## config.mk

```make
export PLATFORM = sky130hd
export DESIGN_NAME = scan_test_ctrl
export DESIGN_NICKNAME = d
export VERILOG_FILES = /design/src/rtl/scan_pkg.sv /design/src/rtl/scan_cell.sv /design/src/rtl/scan_datapath.sv /design/src/rtl/scan_ctrl.sv /design/src/rtl/scan_test_ctrl.sv
export SDC_FILE = /design/constraint.sdc
export NUM_CORES = 1
export LEC_CHECK = 0
export ABC_AREA = 1
export BUFFER_PORTS_ARGS = -buffer_cell sky130_fd_sc_hd__buf_4
export CAP_MARGIN = 20
export CELL_PAD_IN_SITES_DETAIL_PLACEMENT = 0
export CELL_PAD_IN_SITES_GLOBAL_PLACEMENT = 1
export CORE_MARGIN = 4
export CORE_UTILIZATION = 34
export CTS_CLUSTER_DIAMETER = 30
export DETAILED_ROUTE_END_ITERATION = 10
export GPL_TIMING_DRIVEN = 0
export PLACE_DENSITY = 0.88
export SYNTH_ARGS = -nofsm -noshare
export SYNTH_HDL_FRONTEND = slang
export SYNTH_SLANG_ARGS = --single-unit
```

## constraint.sdc

```tcl
create_clock -name clk -period 1.6 [get_ports clk]
set_clock_uncertainty 0.15 [all_clocks]
set_input_delay 0.16 -clock clk [delete_from_list [all_inputs] [get_ports clk]]
set_output_delay 0.16 -clock clk [all_outputs]
set_load 0.05 [all_outputs]
```

## src/rtl/scan_pkg.sv

```systemverilog
package scan_pkg;

  typedef enum logic [1:0] {
    ST_IDLE,
    ST_SHIFT,
    ST_CAPTURE,
    ST_UNLOAD
  } seqState_t;

  // Strobes from the sequencer to the datapath
  typedef struct packed {
    logic shift;      // cells in serial mode
    logic compare;    // check scanOut against expIn this cycle
    logic clearFail;  // accepted start: clear sticky flag
  } scanStrobe_t;

endpackage

```

## src/rtl/scan_cell.sv

```systemverilog
module scan_cell (
  input  logic clk,
  input  logic rstN,
  input  logic testSel,
  input  logic funcD,
  input  logic scanD,
  output logic q
);

  logic dSel;

  always_comb begin
    dSel = testSel ? scanD : funcD;
  end

  always_ff @(posedge clk or negedge rstN) begin
    if (!rstN) q <= 1'b0;
    else       q <= dSel;
  end

endmodule

```

## src/rtl/scan_datapath.sv

```systemverilog
module scan_datapath
  import scan_pkg::*;
#(
  parameter int MAX_LEN = 16,
  parameter int LEN_W   = 5
) (
  input  logic               clk,
  input  logic               rstN,
  input  scanStrobe_t        strobe,
  input  logic [LEN_W-1:0]   chainLen,
  input  logic               scanIn,
  input  logic               expIn,
  input  logic [MAX_LEN-1:0] funcNext,
  output logic [MAX_LEN-1:0] regQ,
  output logic               scanOut,
  output logic               fail
);

  // Build the chain: cell 0 is fed from scanIn, every other cell from the one before it
  for (genvar i = 0; i < MAX_LEN; i++) begin : g_cell
    if (i == 0) begin : g_head
      scan_cell u_cell (
        .clk    (clk),
        .rstN   (rstN),
        .testSel(strobe.shift),
        .funcD  (funcNext[i]),
        .scanD  (scanIn),
        .q      (regQ[i])
      );
    end else begin : g_body
      scan_cell u_cell (
        .clk    (clk),
        .rstN   (rstN),
        .testSel(strobe.shift),
        .funcD  (funcNext[i]),
        .scanD  (regQ[i-1]),
        .q      (regQ[i])
      );
    end
  end

  // Output tap at the active chain end
  logic tapBit;
  always_comb begin
    tapBit = regQ[MAX_LEN-1];
    for (int i = 0; i < MAX_LEN; i++) begin
      if (LEN_W'(i + 1) == chainLen) tapBit = regQ[i];
    end
  end

  assign scanOut = tapBit;

  // Sticky comparator
  logic mismatch;
  assign mismatch = strobe.compare && (tapBit != expIn);

  always_ff @(posedge clk or negedge rstN) begin
    if (!rstN)                 fail <= 1'b0;
    else if (strobe.clearFail) fail <= 1'b0;
    else if (mismatch)         fail <= 1'b1;
  end

endmodule

```

## src/rtl/scan_ctrl.sv

```systemverilog
module scan_ctrl
  import scan_pkg::*;
#(
  parameter int LEN_W = 5,
  parameter int PAT_W = 8
) (
  input  logic             clk,
  input  logic             rstN,
  input  logic             start,
  input  logic [LEN_W-1:0] chainLen,
  input  logic [PAT_W-1:0] patCount,
  output scanStrobe_t      strobe,
  output logic             done
);

  seqState_t        state;
  logic [LEN_W-1:0] bitCnt;
  logic [PAT_W-1:0] patLeft;
  logic             firstPass;
  logic             lastBit;
  logic             accept;

  assign lastBit = (bitCnt == chainLen - LEN_W'(1));
  assign accept  = (state == ST_IDLE) && start && (patCount != '0);

  always_ff @(posedge clk or negedge rstN) begin
    if (!rstN) begin
      state     <= ST_IDLE;
      bitCnt    <= '0;
      patLeft   <= '0;
      firstPass <= 1'b0;
      done      <= 1'b0;
    end else begin
      done <= 1'b0;
      unique case (state)
        ST_IDLE: begin
          if (accept) begin
            state     <= ST_SHIFT;
            bitCnt    <= '0;
            patLeft   <= patCount;
            firstPass <= 1'b1;
          end
        end
        ST_SHIFT: begin
          if (lastBit) begin
            state  <= ST_CAPTURE;
            bitCnt <= '0;
          end else begin
            bitCnt <= bitCnt + LEN_W'(1);
          end
        end
        ST_CAPTURE: begin
          firstPass <= 1'b0;
          patLeft   <= patLeft - PAT_W'(1);
          if (patLeft == PAT_W'(1)) state <= ST_UNLOAD;
          else                      state <= ST_SHIFT;
        end
        ST_UNLOAD: begin
          if (lastBit) begin
            state  <= ST_IDLE;
            bitCnt <= '0;
            done   <= 1'b1;
          end else begin
            bitCnt <= bitCnt + LEN_W'(1);
          end
        end
        default: state <= ST_IDLE;
      endcase
    end
  end

  always_comb begin
    strobe.shift     = (state == ST_SHIFT) || (state == ST_UNLOAD);
    strobe.compare   = ((state == ST_SHIFT) && !firstPass) || (state == ST_UNLOAD);
    strobe.clearFail = accept;
  end

endmodule

```

## src/rtl/scan_test_ctrl.sv

```systemverilog
module scan_test_ctrl
  import scan_pkg::*;
#(
  parameter  int MAX_LEN = 16,
  parameter  int PAT_W   = 8,
  localparam int LEN_W   = $clog2(MAX_LEN + 1)
) (
  input  logic               clk,
  input  logic               rstN,
  input  logic               start,
  input  logic [LEN_W-1:0]   chainLen,
  input  logic [PAT_W-1:0]   patCount,
  input  logic               scanIn,
  input  logic               expIn,
  input  logic [MAX_LEN-1:0] funcNext,
  output logic [MAX_LEN-1:0] regQ,
  output logic               testMode,
  output logic               scanOut,
  output logic               fail,
  output logic               done
);

  scanStrobe_t strobe;

  scan_ctrl #(
    .LEN_W(LEN_W),
    .PAT_W(PAT_W)
  ) u_ctrl (
    .clk     (clk),
    .rstN    (rstN),
    .start   (start),
    .chainLen(chainLen),
    .patCount(patCount),
    .strobe  (strobe),
    .done    (done)
  );

  scan_datapath #(
    .MAX_LEN(MAX_LEN),
    .LEN_W  (LEN_W)
  ) u_dp (
    .clk     (clk),
    .rstN    (rstN),
    .strobe  (strobe),
    .chainLen(chainLen),
    .scanIn  (scanIn),
    .expIn   (expIn),
    .funcNext(funcNext),
    .regQ    (regQ),
    .scanOut (scanOut),
    .fail    (fail)
  );

  assign testMode = strobe.shift;

endmodule

```

# == Yosys cells after proc, flatten, opt, wreduce, memory -nomap -nowiden ==
# Index checks and enable logic that the tools add are counted.
# word_totals
reg_bits,34
output_inout_bits,20
# op_classes
n_eq_ne,25
n_mux,48
n_addsub,3
reduce_logical,16
# ops
cell,n
$eq A4 B5 Y1 const A,8
$mux W1,37
$eq A3 B5 Y1 const A,4
$pmux W8 S2,1
$eq A2 B5 Y1 const A,2
$mux W5,2
$pmux W5 S2,1
$eq A8 B1 Y1 const B,1
$mux W2,4
$mux W8,1
$pmux W2 S4,1
$reduce_bool A8 Y1,1
$sub A8 B1 Y8 const B,1
$ne A2 B1 Y1 const B,3
$reduce_bool A2 Y1,3
$add A5 B1 Y5 const B,1
$eq A1 B5 Y1 const A,1
$eq A5 B5 Y1,1
$eq A5 B5 Y1 const A,1
$sub A5 B1 Y5 const B,1
$eq A2 B2 Y1 const B,2
$logic_and A1 B1 Y1,4
$reduce_and A2 Y1,2
$reduce_and A3 Y1,1
7 further kinds,8

# == Depth between registers and ports, before layout ==
# Gate-level depths: netlist (run 1).
# logic_depth
word_depth,21
mapped_depth,26
ltp_nobuf,26

# == By module ==
# A second synthesis (run 1) with hierarchy kept.
# unflattened
cells_unflattened,338
area_unflattened_um2,2235.9
# modules_own_cells
mod,instances,area_each_um2,cells_each,seq_area_each_um2
scan_ctrl,1,1179.9,175,425.4
scan_cell,16,40.0,5,25.0
scan_datapath,1,415.4,83,25.0

# == Worst setup path before layout (run 1) ==
# OpenSTA, ideal clock, no wires.
# synth_timing
kind,input to output
from,input port chainLen[1]
to,output port scanOut
arrival_ns,1.765
cell_stages,24
path_slack_ns,-0.475
required_ns,1.290
cell_sequence,inv_1 > ha_1 > inv_1 > nor2_4 > nand2_1 > nand2_1 > nand3_1 > nand2_1 > nand2_1 > nand2_1 > nand2_1 > nand2_1 > nand2_1 > nand2_1 > nand2_1 > nand2_1 > nand2_1 > nand2_1 > nand2_1 > nand2_1 > nand2_1 > nand2_2 > nand2_2 > inv_1
# synth_between
elab_chain_len,17
elab_cells_between_ends,32
classes_between,16 x eq/ne; 16 x mux
# synth_lines
element,line_no,rtl
start: declaration,scan_test_ctrl.sv:11,"input logic [LEN_W-1:0] chainLen,"
$eq A1 B5 Y1,scan_datapath.sv:47,if (LEN_W'(i + 1) == chainLen) tapBit = regQ[i];
$mux W1 (15 in a row),scan_datapath.sv:47,
$mux W1 *,scan_datapath.sv:47,
end: declaration,scan_test_ctrl.sv:18,"output logic scanOut,"
# Every way passes the cells marked *; elsewhere a longest branch is shown, timed or not.

# == Final worst setup path (run 1) ==
# layout_timing
from,register u_dp.g_cell[0].g_head.u_cell.q
to,output port scanOut
# layout_between
elab_chain_len,16
# layout_lines
element,line_no,rtl
start: declaration,scan_cell.sv:7,output logic q
start signal: assignment,scan_cell.sv:18,else q <= dSel;
$mux W1 (16 in a row),scan_datapath.sv:47,
# Every way passes these cells.

==> impl_results.md, run 1 <==
* Run status: complete, but fails checks
* Violated checks: negative setup slack
* Detailed-router iteration count before antenna repair at 4
* Worst Reg2Reg Path Length in Cells at 23
* Most used cell, CP: sky130_fd_sc_hd__nand2_1
* Wire length per cell after detailed routing at 12.67 um
* Quantity of I/O buffers inserted on ports at 53
* Total met3 wirelength after detailed routing at 294 um
* H-tree levels at 2
* Critical-path top delay cell: sky130_fd_sc_hd__dfrtp_1
* Fraction of registers with async set/reset at 100.0%
* Number of synthesized flops with an enable pin at 0
* Hold Crit Class: in -> reg
* CP bufs+invs at 3
* YS warnings at 0
* Number of standard-cell rows in the floorplan at 29
* Endpoint required time on the critical path at 1.29 ns
* Remaining antenna violation count at 0
* Slew @ Worst Pin at 0.4622 ns
* Number of max-slew violations in the final report at 0
* CTS Sinks at 34
* Power Dens Cells at 1767 nW/um^2
* Cell count after synthesis at 304
* Number of instances in the placed design at 434
* Highest-count cells in the layout ignoring fill and taps: sky130_fd_sc_hd__nand2_1 (104), sky130_fd_sc_hd__buf_4 (87), sky130_fd_sc_hd__dfrtp_1 (31)
* Series of cell instances along the critical path: inv_2 > nand3_1 > nand3_1 > nand2_1 > nand2_1 > nand2_1 > nand2_1 > nand2_1 > nand2_1 > nand2_1 > nand2_1 > nand2_1 > nand2_1 > nand2_1 > nand2_1 > nand2_1 > nand2_1 > nand2_2 > nand2_4 > clkinvlp_4 > buf_8
* Die area at 7804 um^2
* Cell count of the worst hold path at 3
* Max Root-Sink Buffers at 2
* Clock slew at reported path FFs at 0.08 ns
* Vias per Instance at 4.682
* Register bit total from synthesis at 34
* Number of nets in the finished design at 451
* Setup repair after global routing missed its margin: true
* Final estimated routing congestion in global placement at 0.8514
* I/O pin count at 54
* Static Leakage at 1.698 nW
* Finished Layout Cells at 487
* Final count of negative-setup-slack endpoints at 4
* Syn Area/Cell at 7.219 um^2
* Synthesized Nets at 346
* Time the worst path needs with I/O delays and setup at 2.254 ns
* Largest cells by area after synthesis: sky130_fd_sc_hd__dfrtp_1 (39%), sky130_fd_sc_hd__nand2_1 (18%), sky130_fd_sc_hd__inv_1 (6.3%), sky130_fd_sc_hd__buf_4 (5.5%), sky130_fd_sc_hd__ha_1 (4.6%)
* Vias after detailed routing at 2280
* Max cap viols at 0
* Chip Width at 88.34 um
* Achievable clock frequency at 443.7 MHz
* Signed area change from the synthesized netlist to the final layout at 54.96%
* Period utilisation layout at 140.9%
* Worst-Skew Late Latency at 0.29 ns
* CTS root buf: sky130_fd_sc_hd__clkbuf_8
* Least setup slack across all paths after layout at -0.6540 ns
* Highest metal layer with signal wires: met4
* Starting Density at 34.76%
* Post-synth cell types at 32
* TritonCTS clock tree: yes
* Arrival @ worst endpoint at 1.94 ns
* Final WL at 6171 um
* Kind of launch point of the worst setup path: register
* Largest area contributor in the synthesized netlist: sky130_fd_sc_hd__dfrtp_1
* Global-route wire length before repair at 10040 um
* Largest incremental delay on the critical path at 0.39 ns
* Overall Global Routing Usage at 16.38%
* Sum of met2 wire segment lengths after detailed routing at 3234 um
* Final Hold Violating Endpoints at 0
* Worst-path maximum fanout at 2
* CP Capture Type: output port
* Most common cell after layout, fill and taps aside: sky130_fd_sc_hd__nand2_1
* Share of post-route cells with drive strength above 1 at 38.05%
* Residual DRC count at 0
* Critical path depth at 21
* Top_reg_cell synth: sky130_fd_sc_hd__dfrtp_1
* Type of the worst setup path: reg -> out
* Die boundary height at 88.34 um
* Netlist area before placement at 2195 um^2
* ANT cells at 0
* Worst IR Drop VDD at 0.001119 V
* Share of Yosys cell area claimed by the top area cell type at 38.77%
* Largest net degree at the start of global routing at 35
* Total clock buffers created by CTS at 5
* Number of violations reported at the end of detailed-routing iteration 0 at 79
* Length of routed wiring on met1 at 2511 um
* Power Total at 6.008 mW
* Antenna violations before repair at 0
* GRT overflow at 0
* Kind of cell adding the most delay to the critical path: simple AND/OR/NAND/NOR gates
* Tightest slew margin relative to the limit at 69.18%
* Total core area at 6314 um^2
* Sequential cell area fraction in the yosys report at 38.77%
* Detailed placement HPWL at 4200 um
* Via count of the first global-routing pass at 2263
-- logic make-up after synthesis --
logic type	Yosys count	synth area share [%]
xor+xnor	8	3.193
compound gates	30	8.494
buf+inv	64	13.68
flops	34	38.77
simple gates	160	31.30
fa+ha+maj	8	4.561
-- final timing paths --
check / from / slack [ns] / end
max: u_dp.g_cell[0].g_head.u_cell.q / -0.65 / scanOut
min: patCount[1] / 0.03 / u_ctrl.patLeft[1]
max reg2reg: u_dp.g_cell[1].g_body.u_cell.q / -0.43 / u_dp.fail
min reg2reg: u_ctrl.firstPass / 0.34 / u_ctrl.firstPass
max in group asynchronous: rstN / 0.76 / u_ctrl.state[0]
min in group asynchronous: rstN / 0.20 / u_dp.fail
-- area by class of cell --
| cell class | count | area, um^2 |
|---|---|---|
| repair buffers | 97 | 809.5 |
| plain buffers | 21 | 142.6 |
| clock buffers | 7 | 86.33 |
| repair inverters | 1 | 5.005 |
| flip-flops and latches | 34 | 854.6 |
| inverters | 43 | 198.9 |
| fillers | 613 | 2913 |
| well taps | 77 | 96.34 |
| clock inverters | 1 | 5.005 |
| multi-input cells | 206 | 1202 |
-- worst reg2reg max path: stages (launching register included) --
cell and delay, ns:
sky130_fd_sc_hd__dfrtp_1 0.40, sky130_fd_sc_hd__nand3_1 0.08, sky130_fd_sc_hd__nand2_1 0.06, sky130_fd_sc_hd__inv_1 0.03
sky130_fd_sc_hd__nand2_1 0.05, sky130_fd_sc_hd__nand2_1 0.05, sky130_fd_sc_hd__nand2_1 0.05, sky130_fd_sc_hd__nand2_1 0.04
sky130_fd_sc_hd__nand2_1 0.05, sky130_fd_sc_hd__nand2_1 0.05, sky130_fd_sc_hd__nand2_1 0.05, sky130_fd_sc_hd__nand2_1 0.04
sky130_fd_sc_hd__nand2_1 0.05, sky130_fd_sc_hd__nand2_1 0.05, sky130_fd_sc_hd__nand2_1 0.05, sky130_fd_sc_hd__nand2_1 0.05
sky130_fd_sc_hd__nand2_1 0.05, sky130_fd_sc_hd__nand2_1 0.05, sky130_fd_sc_hd__nand2_2 0.09, sky130_fd_sc_hd__nand2_4 0.06
sky130_fd_sc_hd__buf_4 0.13, sky130_fd_sc_hd__nand2_2 0.07, sky130_fd_sc_hd__nand3_2 0.07, sky130_fd_sc_hd__a21oi_2 0.14
-- synthesized netlist by cell type, types with 4 or more instances --
library cell and number:
sky130_fd_sc_hd__a21oi_1 5, sky130_fd_sc_hd__buf_4 16, sky130_fd_sc_hd__clkbuf_1 4, sky130_fd_sc_hd__dfrtp_1 34
sky130_fd_sc_hd__ha_1 8, sky130_fd_sc_hd__inv_1 37, sky130_fd_sc_hd__inv_2 5, sky130_fd_sc_hd__nand2_1 108
sky130_fd_sc_hd__nand3_1 17, sky130_fd_sc_hd__nor2_1 15, sky130_fd_sc_hd__o21ai_0 11, sky130_fd_sc_hd__o22ai_1 4
sky130_fd_sc_hd__or2_2 4, sky130_fd_sc_hd__xor2_1 6
-- flip-flops by register name, indices dropped and copies added, names as in the netlist --
| signal | count |
|---|---|
| u_dp.fail | 1 |
| u_dp.g_cell.g_head.u_cell.q | 1 |
| u_ctrl.bitCnt | 5 |
| u_ctrl.state | 2 |
| u_ctrl.done | 1 |
| u_ctrl.patLeft | 8 |
| u_ctrl.firstPass | 1 |
| u_dp.g_cell.g_body.u_cell.q | 15 |
-- metal layers --
layer	vias to the layer above	track usage (%)
li1	1147	-
met1	1062	18.99
met2	58	29.98
met3	13	2.514
met4	0	6.593
met5	-	0
-- report_power, final --
| group | switching (mW) | internal (mW) |
|---|---|---|
| sequential | 0.365 | 1.28 |
| clock | 0.338 | 0.348 |
| combinational | 2.20 | 1.48 |
| total | 2.90 | 3.11 |
-- metrics by stage --
stage	utilization [%]	setup WS [ns]	TNS, ns	hold WS (ns)	area (um^2)
6_report	53.86	-0.6540	-1.152	0.02878	3401
5_1_grt	53.86	-0.8605	-2.624	0.04636	3401
4_1_cts	50.91	-0.6712	-1.097	0.01788	3214
3_5_place_dp	43.58	-0.7832	-6.620	-0.006781	2751
3_3_place_gp	43.58	-0.7847	-5.489	-0.01296	2751
2_1_floorplan	-	-0.3532	-0.6260	-0.2856	2257
-- repair_timing --
item	CTS	global route
buffers inserted	9	12
pin swaps	8	13
gates cloned	0	1
hold buffers	23	0
hold endpoints to repair	55	0
setup endpoints to repair	27	19
gates resized for setup	21	34
Note: power is estimated with default switching activity, not from simulation.
==> inputs of run 2 (changes only) <==
CORE_UTILIZATION = 41   (was 34)
PLACE_DENSITY = 0.95   (was 0.88)
clock period = 2.8 ns   (was 1.6 ns; I/O delays follow)
==> run 2 against run 1 <==
Compared with the run above: the flow now finishes without violations; wire length is 14% lower; worst hold slack better by 0.0013 ns; combinational power is 53% lower; via count is 8.2% lower; global-route usage is 1.5 points higher; worst setup slack better by 0.88 ns; flip-flop and latch count stayed put; largest cell class unchanged; highest routed layer unchanged.
==> impl_results.md, run 2 (synthesis gave the netlist of run 1 again) <==
* Hold_sp: funcNext[8]
* Number of max-slew violations in the final report at 0 (unchanged)
* Least setup slack across all paths after layout at 0.2307 ns (+0.8846 ns)
* Final count of negative-setup-slack endpoints at 0 (-4)
* Hold Crit Class: in -> reg
* I/O pin count at 54 (unchanged)
* Detailed-router iteration count before antenna repair at 4 (unchanged)
* Max cap viols at 0 (unchanged)
* Time the worst path needs with I/O delays and setup at 2.569 ns
* CTS Sinks at 34 (unchanged)
* Final estimated routing congestion in global placement at 0.8993 (+5.6%)
* CTS root buf: sky130_fd_sc_hd__clkbuf_8
* Number of standard-cell rows in the floorplan at 26 (-10%)
* Highest-count cells in the layout ignoring fill and taps: sky130_fd_sc_hd__nand2_1 (107), sky130_fd_sc_hd__buf_4 (72), sky130_fd_sc_hd__inv_1 (35)
* First element of the critical path: chainLen[1]
* Signed area change from the synthesized netlist to the final layout at 29.53%
* Remaining antenna violation count at 0 (unchanged)
* Chip Width at 81.16 um (-8.1%)
* TritonCTS clock tree: yes
* ANT cells at 0 (unchanged)
* Type of the worst setup path: in -> out
* Finished Layout Cells at 440 (-9.7%)
* Kind of launch point of the worst setup path: input pin
* Number of violations reported at the end of detailed-routing iteration 0 at 115 (+46%)
* GRT overflow at 0 (unchanged)
* Via count of the first global-routing pass at 2028 (-10%)
* Total clock buffers created by CTS at 5 (unchanged)
* Arrival @ worst endpoint at 2.14 ns (+0.20 ns)
* Place WS at 0.1028 ns (+0.8860 ns)
* Final worst hold slack at 0.03010 ns (+0.001320 ns)
* Core Util, Final at 55.31% (+1.4 points)
* Final WL at 5337 um (-14%)
* Antenna violations before repair at 0 (unchanged)
* Number of nets in the finished design at 411 (-8.9%)
* Period utilisation layout at 91.76%
* Total core area at 5140 um^2 (-19%)
* Slew @ Worst Pin at 0.5543 ns (+0.09204 ns)
* Die area at 6587 um^2 (-16%)
* Worst IR Drop VDD at 0.0005696 V (-49%)
* Placed Area at 2680 um^2 (-2.6%)
* Register containing the most flip-flops in the final layout: u_dp.g_cell.g_body.u_cell.q
* Starting Density at 42.70% (+7.9 points)
* Worst-path maximum fanout at 7 (+5)
* Setup TNS at 0 ns (+1.152 ns)
* Static Leakage at 1.492 nW (-12%)
* Wire length per cell after detailed routing at 12.13 um (-4.3%)
* Overall Global Routing Usage at 17.86% (+1.5 points)
* Vias after detailed routing at 2093 (-8.2%)
* Largest net degree at the start of global routing at 35 (unchanged)
* Achievable clock frequency at 389.2 MHz
* Run status: finished clean
* Share of post-route cells with drive strength above 1 at 28.11% (-9.9 points)
* Power Total at 3.103 mW (-48%)
* Power Dens Cells at 1092 nW/um^2 (-38%)
* Max Root-Sink Buffers at 2 (unchanged)
* Global-route wire length before repair at 9163 um (-8.7%)
* H-tree levels at 2 (unchanged)
* CP Capture Type: output port
* Worst-Skew Late Latency at 0.28 ns (about the same)
* Endpoint required time on the critical path at 2.37 ns (+1.08 ns)
* Die boundary height at 81.16 um (-8.1%)
* Clock slew at reported path FFs at 0.08 ns (about the same)
* Setup repair after global routing missed its margin: false
* Final Hold Violating Endpoints at 0 (unchanged)
* Number of instances in the placed design at 427 (-1.6%)
* Crit Reg-Reg Startpoint: u_ctrl.state[1]
* Number of flip-flops in the largest register at 15 (unchanged)
* Top Registers: u_dp.g_cell.g_body.u_cell.q: 15 flops, u_ctrl.patLeft: 8 flops, u_ctrl.bitCnt: 5 flops
* Residual DRC count at 0 (unchanged)
* Most common cell after layout, fill and taps aside: sky130_fd_sc_hd__nand2_1
* Post-layout instance area at 2843 um^2 (-16%)
* Quantity of I/O buffers inserted on ports at 53 (unchanged)
* Detailed placement HPWL at 4137 um (-1.5%)
* Vias per Instance at 4.757 (+1.6%)
* Tightest slew margin relative to the limit at 63.05% (-6.1 points)
run 2: cell type report:
type,instances,area (um^2)
fillers,525,2297
clock buffers,5,68.82
plain buffers,21,138.9
well taps,70,87.58
repair buffers,58,441.7
multi-input cells,206,1054
flip-flops and latches,34,850.8
clock inverters,3,40.04
inverters,43,161.4
run 2: layer usage:
metal	global-route usage, %	vias to the layer above	routed length (um)
li1	-	1070	-
met1	21.73	964	2288
met2	32.35	57	2713
met3	3.326	2	314
met4	4.392	0	20
met5	0	-	0
run 2: worst max-delay path, cell delays in order:
cell	delay, ns
sky130_fd_sc_hd__buf_4	0.12
sky130_fd_sc_hd__inv_2	0.07
sky130_fd_sc_hd__ha_1	0.15
sky130_fd_sc_hd__inv_1	0.06
sky130_fd_sc_hd__nor2_4	0.20
sky130_fd_sc_hd__nand2_2	0.06
sky130_fd_sc_hd__nand2_1	0.06
sky130_fd_sc_hd__nand3_1	0.06
sky130_fd_sc_hd__nand2_1	0.06
sky130_fd_sc_hd__nand2_1	0.05
sky130_fd_sc_hd__nand2_1	0.05
sky130_fd_sc_hd__nand2_1	0.04
sky130_fd_sc_hd__nand2_1	0.05
sky130_fd_sc_hd__nand2_1	0.04
sky130_fd_sc_hd__nand2_1	0.06
sky130_fd_sc_hd__nand2_1	0.05
sky130_fd_sc_hd__nand2_1	0.05
sky130_fd_sc_hd__nand2_1	0.04
sky130_fd_sc_hd__nand2_1	0.05
sky130_fd_sc_hd__nand2_1	0.05
sky130_fd_sc_hd__nand2_1	0.05
sky130_fd_sc_hd__nand2_1	0.07
sky130_fd_sc_hd__nand2_2	0.08
sky130_fd_sc_hd__nand2_2	0.06
sky130_fd_sc_hd__inv_1	0.06
sky130_fd_sc_hd__buf_6	0.15
run 2: repair_timing:
action / CTS / global route
gates resized for setup: 0 / 6
hold buffers: 1 / 0
endpoints found under the setup margin: 0 / 1
endpoints found under the hold margin: 34 / 0
setup buffers: 0 / 4
run 2: path summary, 6_finish.rpt:
check	depth (start not counted)	to	slack, ns
hold / removal	3	u_dp.g_cell[8].g_body.u_cell.q	0.03
hold reg to reg	2	u_ctrl.firstPass	0.34
max in group asynchronous	2	u_ctrl.state[1]	1.86
setup reg to reg	7	u_ctrl.patLeft[5]	0.79
min in group asynchronous	2	u_ctrl.patLeft[5]	0.32
setup / recovery	26	scanOut	0.23
run 2: where the power goes:
part / internal [mW] / leakage [nW] / switching, mW
Sequential: 0.729 / 0.412 / 0.214
Clock: 0.262 / 0.0579 / 0.187
Combinational: 0.635 / 1.02 / 1.08
Total: 1.63 / 1.49 / 1.48
==> inputs of run 3 (changes only) <==
BUFFER_PORTS_ARGS = -buffer_cell sky130_fd_sc_hd__buf_2   (was -buffer_cell sky130_fd_sc_hd__buf_4)
==> run 3 against run 2 <==
Compared with the run above: register-to-register slack hardly changed; die area stayed put; global-route usage is 0.96 points lower; highest routed layer unchanged.
==> impl_results.md, run 3 (synthesis gave the netlist of run 1 again) <==
* Run status: finished clean
* ANT cells at 0 (unchanged)
* Grt met3 use at 3.548% (+0.22 points)
* Final estimated routing congestion in global placement at 0.8972 (-0.23%)
* I/O pin count at 54 (unchanged)
* Core Util, Final at 52.92% (-2.4 points)
* Number of instances in the placed design at 427 (unchanged)
* Time the worst path needs with I/O delays and setup at 2.495 ns (-0.07479 ns)
* Die boundary height at 81.16 um (unchanged)
* Detailed placement HPWL at 3889 um (-6.0%)
* Finished Layout Cells at 444 (+0.91%)
* Most common cell after layout, fill and taps aside: sky130_fd_sc_hd__nand2_1
* Chip Width at 81.16 um (unchanged)
* Number of max-slew violations in the final report at 0 (unchanged)
* Endpoint required time on the critical path at 2.37 ns (about the same)
* Power Dens Cells at 1082 nW/um^2 (-0.88%)
* Final Hold Violating Endpoints at 0 (unchanged)
* Top Registers: u_dp.g_cell.g_body.u_cell.q: 15 flops, u_ctrl.patLeft: 8 flops, u_ctrl.bitCnt: 5 flops
* Via count of the first global-routing pass at 1927 (-5.0%)
* Clock slew at reported path FFs at 0.07 ns (about the same)
* Number of nets in the finished design at 415 (+0.97%)
* CTS root buf: sky130_fd_sc_hd__clkbuf_8
* Detailed-router iteration count before antenna repair at 4 (unchanged)
* Combinational fraction of design power at 55.1% (about the same)
* CTS Sinks at 34 (unchanged)
* Total core area at 5140 um^2 (unchanged)
* Static Leakage at 1.458 nW (-2.2%)
* CP Capture Type: output port
* TritonCTS clock tree: yes
* Placed Area at 2547 um^2 (-4.9%)
* Cell count of the worst hold path at 3 (unchanged)
* Share of post-route cells with drive strength above 1 at 28.34% (+0.23 points)
* Worst IR Drop VDD at 0.0005951 V (+4.5%)
* Max cap viols at 0 (unchanged)
* Worst-path maximum fanout at 5 (-2)
* GRT overflow at 0 (unchanged)
* Post-layout instance area at 2720 um^2 (-4.3%)
* Die area at 6587 um^2 (unchanged)
* Global-route wire length before repair at 8645 um (-5.7%)
* Remaining antenna violation count at 0 (unchanged)
* Highest-count cells in the layout ignoring fill and taps: sky130_fd_sc_hd__nand2_1 (108), sky130_fd_sc_hd__buf_2 (52), sky130_fd_sc_hd__inv_1 (34), sky130_fd_sc_hd__dfrtp_1 (34), sky130_fd_sc_hd__buf_4 (24)
* Residual DRC count at 0 (unchanged)
* Clock power share at 13.0% (-1.5 points)
* Quantity of I/O buffers inserted on ports at 53 (unchanged)
* Starting Density at 42.70% (unchanged)
* Total clock buffers created by CTS at 5 (unchanged)
* Vias after detailed routing at 2058 (-1.7%)
* Final WL at 5159 um (-3.3%)
* Sequential fraction of design power at 32.0% (+1.6 points)
* Overall Global Routing Usage at 16.90% (-0.96 points)
* Number of violations reported at the end of detailed-routing iteration 0 at 95 (-17%)
* Achievable clock frequency at 400.9 MHz (+3.0%)
* Final count of negative-setup-slack endpoints at 0 (unchanged)
* Period utilisation layout at 89.09% (-2.7 points)
* Slew @ Worst Pin at 0.7827 ns (+0.2284 ns)
* Number of standard-cell rows in the floorplan at 26 (unchanged)
* Largest net degree at the start of global routing at 35 (unchanged)
* Type of the worst setup path: in -> out
* Signed area change from the synthesized netlist to the final layout at 23.95%
* Hold Crit Class: in -> reg
* Register containing the most flip-flops in the final layout: u_dp.g_cell.g_body.u_cell.q
* Arrival @ worst endpoint at 2.06 ns (-0.08 ns)
* Least setup slack across all paths after layout at 0.3055 ns (+0.07479 ns)
* H-tree levels at 2 (unchanged)
* Worst-Skew Late Latency at 0.29 ns (about the same)
* Tightest slew margin relative to the limit at 47.82% (-15 points)
* GR Util met2 at 28.33% (-4.0 points)
* Antenna violations before repair at 0 (unchanged)
* Number of flip-flops in the largest register at 15 (unchanged)
* Final worst hold slack at 0.03340 ns (+0.003301 ns)
* Kind of launch point of the worst setup path: input pin
* Switching power as a share of total power at 49.52% (+1.9 points)
* Max Root-Sink Buffers at 2 (unchanged)
* Worst Reg2Reg Path Length in Cells at 7 (unchanged)
* Wire length per cell after detailed routing at 11.62 um (-4.2%)
* Internal power summed over all cells at 1.486 mW (-8.6%)
* Vias per Instance at 4.635 (-2.6%)
* Place WS at 0.09874 ns (-0.004024 ns)
* Met1 track demand over resource in global routing at 21.66% (-0.069 points)
* GR peak layer: met2
* Switch Pwr at 1.458 mW (-1.3%)
run 3: changes by cell type in the layout (fill, tap and decap cells not counted):
cell,previous run,this run
sky130_fd_sc_hd__buf_2,0,52
sky130_fd_sc_hd__buf_4,72,24
sky130_fd_sc_hd__bufinv_16,1,0
sky130_fd_sc_hd__clkbuf_1,4,5
sky130_fd_sc_hd__clkbuf_8,5,6
sky130_fd_sc_hd__clkinv_2,2,1
sky130_fd_sc_hd__inv_1,35,34
sky130_fd_sc_hd__inv_2,7,8
sky130_fd_sc_hd__nand2_1,107,108
sky130_fd_sc_hd__nand2_2,4,3
sky130_fd_sc_hd__nor2_1,14,15
sky130_fd_sc_hd__nor2_2,2,1
run 3: layout make-up:
type,instances,area [um^2]
plain buffers,21,138.9
clock buffers,7,86.33
clock inverters,1,5.005
fillers,544,2420
inverters,43,161.4
multi-input cells,206,1049
flip-flops and latches,34,850.8
well taps,70,87.58
repair buffers,62,341.6
run 3: routing by layer:
metal / vias to the layer above / wire length [um]
li1: 1076 / -
met1: 922 / 2387
met5: - / 0
met2: 54 / 2436
met4: 0 / 57
met3: 6 / 278
run 3: stage by stage:
stage	TNS, ns	power [mW]
2_1_floorplan	0	2.178
3_3_place_gp	0	2.519
3_5_place_dp	0	2.546
4_1_cts	0	2.941
5_1_grt	-0.008481	3.204
6_report	0	2.944
run 3: timing repair:
action	CTS	global route
endpoints found under the setup margin	0	1
setup buffers	0	8
hold endpoints to repair	34	0
hold buffers	1	0
gates resized for setup	0	7
run 3: critical path: stages:
cell and delay [ns]:
sky130_fd_sc_hd__buf_2 0.13, sky130_fd_sc_hd__inv_2 0.07, sky130_fd_sc_hd__ha_1 0.15, sky130_fd_sc_hd__inv_1 0.04, sky130_fd_sc_hd__nor2_1 0.22, sky130_fd_sc_hd__nand2_1 0.09, sky130_fd_sc_hd__o21ai_1 0.07, sky130_fd_sc_hd__inv_1 0.05
sky130_fd_sc_hd__nand2_1 0.05, sky130_fd_sc_hd__nand2_1 0.04, sky130_fd_sc_hd__nand2_1 0.05, sky130_fd_sc_hd__nand2_1 0.04, sky130_fd_sc_hd__nand2_1 0.05, sky130_fd_sc_hd__nand2_1 0.05, sky130_fd_sc_hd__nand2_1 0.05, sky130_fd_sc_hd__nand2_1 0.04
sky130_fd_sc_hd__nand2_1 0.05, sky130_fd_sc_hd__nand2_1 0.04, sky130_fd_sc_hd__nand2_1 0.05, sky130_fd_sc_hd__nand2_1 0.05, sky130_fd_sc_hd__nand2_1 0.07, sky130_fd_sc_hd__nand2_2 0.06, sky130_fd_sc_hd__nand2_2 0.08, sky130_fd_sc_hd__inv_2 0.04
sky130_fd_sc_hd__buf_6 0.14
run 3: worst paths after layout:
kind,from,to,slack [ns]
hold / removal,funcNext[7],u_dp.g_cell[7].g_body.u_cell.q,0.03
setup / recovery,chainLen[0],scanOut,0.31
hold reg to reg,u_ctrl.firstPass,u_ctrl.firstPass,0.34
min in group asynchronous,rstN,u_dp.g_cell[14].g_body.u_cell.q,0.45
max in group asynchronous,rstN,u_ctrl.patLeft[1],1.55
setup reg to reg,u_ctrl.state[1],u_ctrl.patLeft[5],0.79
run 3: power groups by stage:
stage | clock network (mW) | registers, mW | logic (mW)
after floorplan | 0 | 0.904 | 1.27
after detailed placement | 0 | 0.943 | 1.60
after global placement | 0 | 0.944 | 1.58
after global routing | 0.415 | 0.974 | 1.81
after CTS | 0.396 | 0.936 | 1.61
final | 0.382 | 0.941 | 1.62
